===== config.mk =====
export PLATFORM = sky130hd
export DESIGN_NAME = access_fault_logger
export DESIGN_NICKNAME = d
export VERILOG_FILES = /design/src/rtl/access_fault_logger.sv
export SDC_FILE = /design/constraint.sdc
export NUM_CORES = 1
export LEC_CHECK = 0
export ABC_AREA = 1
export BUFFER_PORTS_ARGS = -buffer_cell sky130_fd_sc_hd__buf_2
export CAP_MARGIN = 20
export CORE_ASPECT_RATIO = 1.1
export CORE_MARGIN = 2
export CORE_UTILIZATION = 36
export CTS_BUF_LIST = sky130_fd_sc_hd__clkbuf_4 sky130_fd_sc_hd__clkbuf_8
export DETAILED_ROUTE_END_ITERATION = 16
export PLACE_DENSITY = 0.76
export SYNTH_ARGS = -nofsm -noshare
export SYNTH_HDL_FRONTEND = slang
export SYNTH_SLANG_ARGS = --single-unit

===== constraint.sdc =====
create_clock -name clk -period 1.18 [get_ports clk]
set_input_delay 0.177 -clock clk [delete_from_list [all_inputs] [get_ports clk]]
set_output_delay 0.177 -clock clk [all_outputs]
set_load 0.01 [all_outputs]

===== src/rtl/access_fault_logger.sv =====
module access_fault_logger #(
  parameter int ADDR_W = 32
) (
  input  logic              clk,
  input  logic              rst_n,
  input  logic              acc_write,
  input  logic              acc_kind1,
  input  logic              acc_super,
  input  logic [2:0]        perm_code,
  input  logic              page_dirty,
  output logic [1:0]        fault_kind,
  output logic              wr_grant,
  input  logic              rpt_valid,
  input  logic [ADDR_W-1:0] rpt_vaddr,
  input  logic              no_fault_mode,
  input  logic              traps_on,
  output logic              trap_req,
  input  logic              fsr_rd,
  output logic [7:0]        fsr_q,
  output logic [ADDR_W-1:0] far_q
);
  // per-code permission masks, bit n = code n
  localparam logic [7:0] USR_R = 8'b0010_1111;
  localparam logic [7:0] USR_W = 8'b0000_1010;
  localparam logic [7:0] USR_X = 8'b0001_1100;
  localparam logic [7:0] SUP_R = 8'b1110_1111;
  localparam logic [7:0] SUP_W = 8'b1010_1010;
  localparam logic [7:0] SUP_X = 8'b1101_1100;

  logic [2:0] acc_idx;
  logic       can_r, can_w, can_x, ok;
  logic       log_en;

  assign acc_idx = {acc_write, acc_kind1, acc_super};
  assign can_r   = acc_super ? SUP_R[perm_code] : USR_R[perm_code];
  assign can_w   = acc_super ? SUP_W[perm_code] : USR_W[perm_code];
  assign can_x   = acc_super ? SUP_X[perm_code] : USR_X[perm_code];

  always_comb begin
    unique case ({acc_write, acc_kind1})
      2'b00:   ok = can_r;
      2'b01:   ok = can_x;
      2'b10:   ok = can_w;
      default: ok = can_w & can_x;
    endcase
    if (ok)                              fault_kind = 2'd0;
    else if (!acc_super && perm_code[2] && perm_code[1]) fault_kind = 2'd3;
    else                                 fault_kind = 2'd2;
  end

  assign wr_grant = page_dirty & ok & can_w;
  assign log_en   = rpt_valid & (fault_kind != 2'd0);
  assign trap_req = log_en & ~no_fault_mode & traps_on;

  always_ff @(posedge clk or negedge rst_n) begin
    if (!rst_n) begin
      fsr_q <= '0;
      far_q <= '0;
    end else if (log_en) begin
      fsr_q <= {acc_idx, 1'b0, fault_kind, 1'b1, (fsr_q != 8'd0)};
      far_q <= rpt_vaddr;
    end else if (fsr_rd) begin
      fsr_q <= '0;
    end
  end
endmodule



==> results list <==
* Half-perimeter wire length of the detailed placement result: 2860 um
- Of the available clock period, the critical path in the final layout requires 0.968.
* Total length of routed wires: 4010 um
- Hold violation total from the final report: 0
- Across all layers, the routed design uses 1598 vias.
- In the post-synthesis netlist, the cell with the most instances is sky130_fd_sc_hd__nand2_1.
- Synthesis produced a netlist with a net count of 240.
- After filler insertion, the fill cell instance count of the layout stands at 407.
- The repair_antennas step left the layout with diodes totalling 0.
- For met2 alone, demand over resource in global routing was 0.284.
- At the end of routability-driven placement, the weighted congestion stood at 0.773.
- In this run the deepest clock path goes through 2 buffers.
* Clock insertion delay at the later pin of the skew report: 0.28 ns
* Met1 layer usage reported by global route: 0.191
- In this run, distinct cell masters in the synthesized netlist total 16.
* Final number of setup-violating endpoints: 0
- The first global-routing pass estimated 6300 um of wire.
- STA classifies the critical path endpoint as an output port.
* Worst path arrival time: 0.96 ns
- The number of antenna violations at the first check in global routing was 0.
* Highest clock rate: 876 MHz
- Cts bufs inserted: 5
- For this design the static power due to leakage is 1.41 nW.
- For this run, global-route usage on met3 was measured as 0.0487.
* Startpoint type of the worst setup path: input pin
* Placement Rows: 25
- Power share of the clock group: 0.309
- The finished layout holds 343 standard cells, fillers aside.
- Total power consumption of the routed design: 3.65 mW
- Area share of the leading cell type in the synthesized netlist: 0.586
- Setup repair after global routing could not meet its margin everywhere.
- Number of detailed-routing iterations run before antenna repair: 4
- Subtracting the final worst setup slack from the clock period gives 1.14 ns.
* Top cells by instance count after synthesis: 84 x sky130_fd_sc_hd__nand2_1, 42 x sky130_fd_sc_hd__nand3_1, 39 x sky130_fd_sc_hd__dfrtp_1, 5 x sky130_fd_sc_hd__buf_2, 5 x sky130_fd_sc_hd__nor2_1
* Clock-pin slew of the registers on the worst-case setup and hold paths: 0.08 ns
- Sequential power share: 0.453
- Result of the run: finished clean
- Residual DRC: 0
- # Max-Cap Violations: 0
* CP max FO: 6
* Count of nets left with antenna violations after detail routing: 0
- The H-tree generated during clock tree synthesis spans 2 levels.
* Sequential share of the synthesized area: 0.586
- Internal power summed over all cells: 2.62 mW
- Placement-stage cell area: 2190 um2
- The layer flagged by global routing as most heavily used is met2.
- Post-DR vias/cell: 4.66
- The via count of the first global-routing pass came to 1499.
- After global routing the overflow that remains totals 0.
- Dividing the detail-routed wire length by the instance count gives 11.7 um.
* Area added between synthesis and finish: 45.2%
- Max Slew Vio Count: 0
* Yosys reg bits: 39
- Clock tree from TritonCTS: built
- Across the whole layout, storage elements account for 976 um2.
* Type of the worst min-delay path: in -> reg
- Net switching power of the design: 1.03 mW
- Post-placement worst setup slack: -0.0612 ns
- Ratio of cells with drive above 1 in the final layout: 0.422
- After the last flow step, the layout net total stands at 333.
* DRT iter0 DRCs: 74
- With fillers left out, the area of the finished cells amounts to 2420 um2.
* Final clock skew: 0.00169 ns
- Die width: 68.9 um
- Of all flip-flops after synthesis, the portion carrying an async set or reset was 1.00.
* Height of the chip: 75.4 um
- Root cell of the clock tree: sky130_fd_sc_hd__clkbuf_8
- Leading area contributor after synthesis: sky130_fd_sc_hd__dfrtp_1
- Critical Path RT: 1.00 ns
* Synth Flop Type: sky130_fd_sc_hd__dfrtp_1
* Largest vdd supply drop: 796 uV
- In the final layout, the multi-input gates occupy 634 um2.
* Proportion of total power due to net switching: 0.283
- Number of ports placed on the die boundary: 89
- The share of total power dissipated in combinational logic is 0.237.
- Yosys printed 0 warnings.
- Leading cell types by total area after synthesis: sky130_fd_sc_hd__dfrtp_1 59%, sky130_fd_sc_hd__nand2_1 19%, sky130_fd_sc_hd__nand3_1 13%
- The floorplan step defined a core boundary enclosing 4380 um2.
- Post-synthesis instance area: 1670 um2
* Count of buffers from port buffering: 87
* Gate Count Post-Synth: 195
- Die Area: 5190 um2
- Including well taps, the total number of placed cells is 332.
- PwrDens: 1510 nW/um2
- Counting flops with a built-in enable in the synthesized netlist gives 0.
* Aggregate global-route resource usage: 0.163
- The worst setup path is of the in -> out kind.
- In this run the mean area of a mapped cell was 8.55 um2.
* Starting utilization of the core area: 0.381
- Entering global routing, the biggest net connects 40 pins.
* Worst path setup slack after routing: 0.0382 ns
* Count of clock tree sinks: 39
kinds of logic after synthesis:
logic type | synth area share
and+or+nand+nor | 0.347
DFF | 0.586
AOI/OAI and AO/OA | 0.00300
buffers and inverters | 0.0623
other | 0.00225
worst max-delay path: stages:
cell	delay, ns
sky130_fd_sc_hd__buf_8	0.10
sky130_fd_sc_hd__inv_6	0.05
sky130_fd_sc_hd__nand2_4	0.05
sky130_fd_sc_hd__nand2_2	0.07
sky130_fd_sc_hd__nand3_2	0.09
sky130_fd_sc_hd__nand3_4	0.13
sky130_fd_sc_hd__nand3_2	0.08
sky130_fd_sc_hd__nor2_1	0.09
sky130_fd_sc_hd__buf_2	0.13
metal layers:
metal / share of wire / up-vias
met2: 0.49 / 58
met1: 0.43 / 733
met5: 0 / -
met3: 0.067 / 5
li1: - / 802
met4: 0.010 / 0
power groups by stage:
| stage | Combinational (mW) | Sequential (mW) | Clock [mW] |
|---|---|---|---|
| after global placement | 0.814 | 1.68 | 0 |
| after floorplan | 0.315 | 1.79 | 0 |
| after CTS | 0.850 | 1.66 | 1.17 |
| after detailed placement | 0.837 | 1.68 | 0 |
| after global routing | 0.984 | 1.68 | 1.23 |
| final | 0.866 | 1.65 | 1.13 |
through the flow:
stage               hold slack, ns  TNS, ns  utilization
global placement             0.157  -0.0253        0.501
floorplan                   -0.119        0            -
CTS                          0.111        0        0.537
detailed placement           0.160    -1.77        0.501
finish                       0.118        0        0.553
global route                 0.115  -0.0625        0.553
state kept, by name, indices dropped and copies added (netlist names):
name,flops
far_q,32
fsr_q,7
cell usage in the layout, fill, tap and decap left out, types with 3 or more instances in the layout:
cell type / instances
sky130_fd_sc_hd__buf_12: 3
sky130_fd_sc_hd__buf_2: 82
sky130_fd_sc_hd__buf_4: 9
sky130_fd_sc_hd__clkbuf_8: 6
sky130_fd_sc_hd__dfrtp_1: 39
sky130_fd_sc_hd__nand2_1: 78
sky130_fd_sc_hd__nand2_2: 6
sky130_fd_sc_hd__nand3_1: 40
sky130_fd_sc_hd__nor2_1: 3
cell type report:
cell class,instances,share of cell area
flip-flops and latches,39,0.403
multi-input cells,138,0.262
inverters,5,0.00982
well taps,54,0.0279
clock buffers,6,0.0341
repair buffers,99,0.248
clock inverters,2,0.0145
timing repair:
item                                    4_1_cts  5_1_grt
hold endpoints to repair                     39        0
resized for setup                             5       21
endpoints found under the setup margin        3        3
hold buffers                                  1        0
setup buffers                                 1        1
pin swaps                                     1        9
final timing paths:
path | endpoint | cells past startpoint | startpoint | slack (ns)
max | trap_req | 9 | acc_super | 0.04
min | far_q[6]$_DFFE_PN0P_ | 3 | rpt_vaddr[6] | 0.12
max reg2reg | fsr_q[0]$_DFFE_PN0P_ | 4 | fsr_q[0]$_DFFE_PN0P_ | 0.23
min reg2reg | far_q[28]$_DFFE_PN0P_ | 2 | far_q[28]$_DFFE_PN0P_ | 0.47
max in group asynchronous | far_q[18]$_DFFE_PN0P_ | 3 | rst_n | 0.58
min in group asynchronous | far_q[28]$_DFFE_PN0P_ | 3 | rst_n | 0.39
Note: power is estimated with default switching activity, not from simulation.
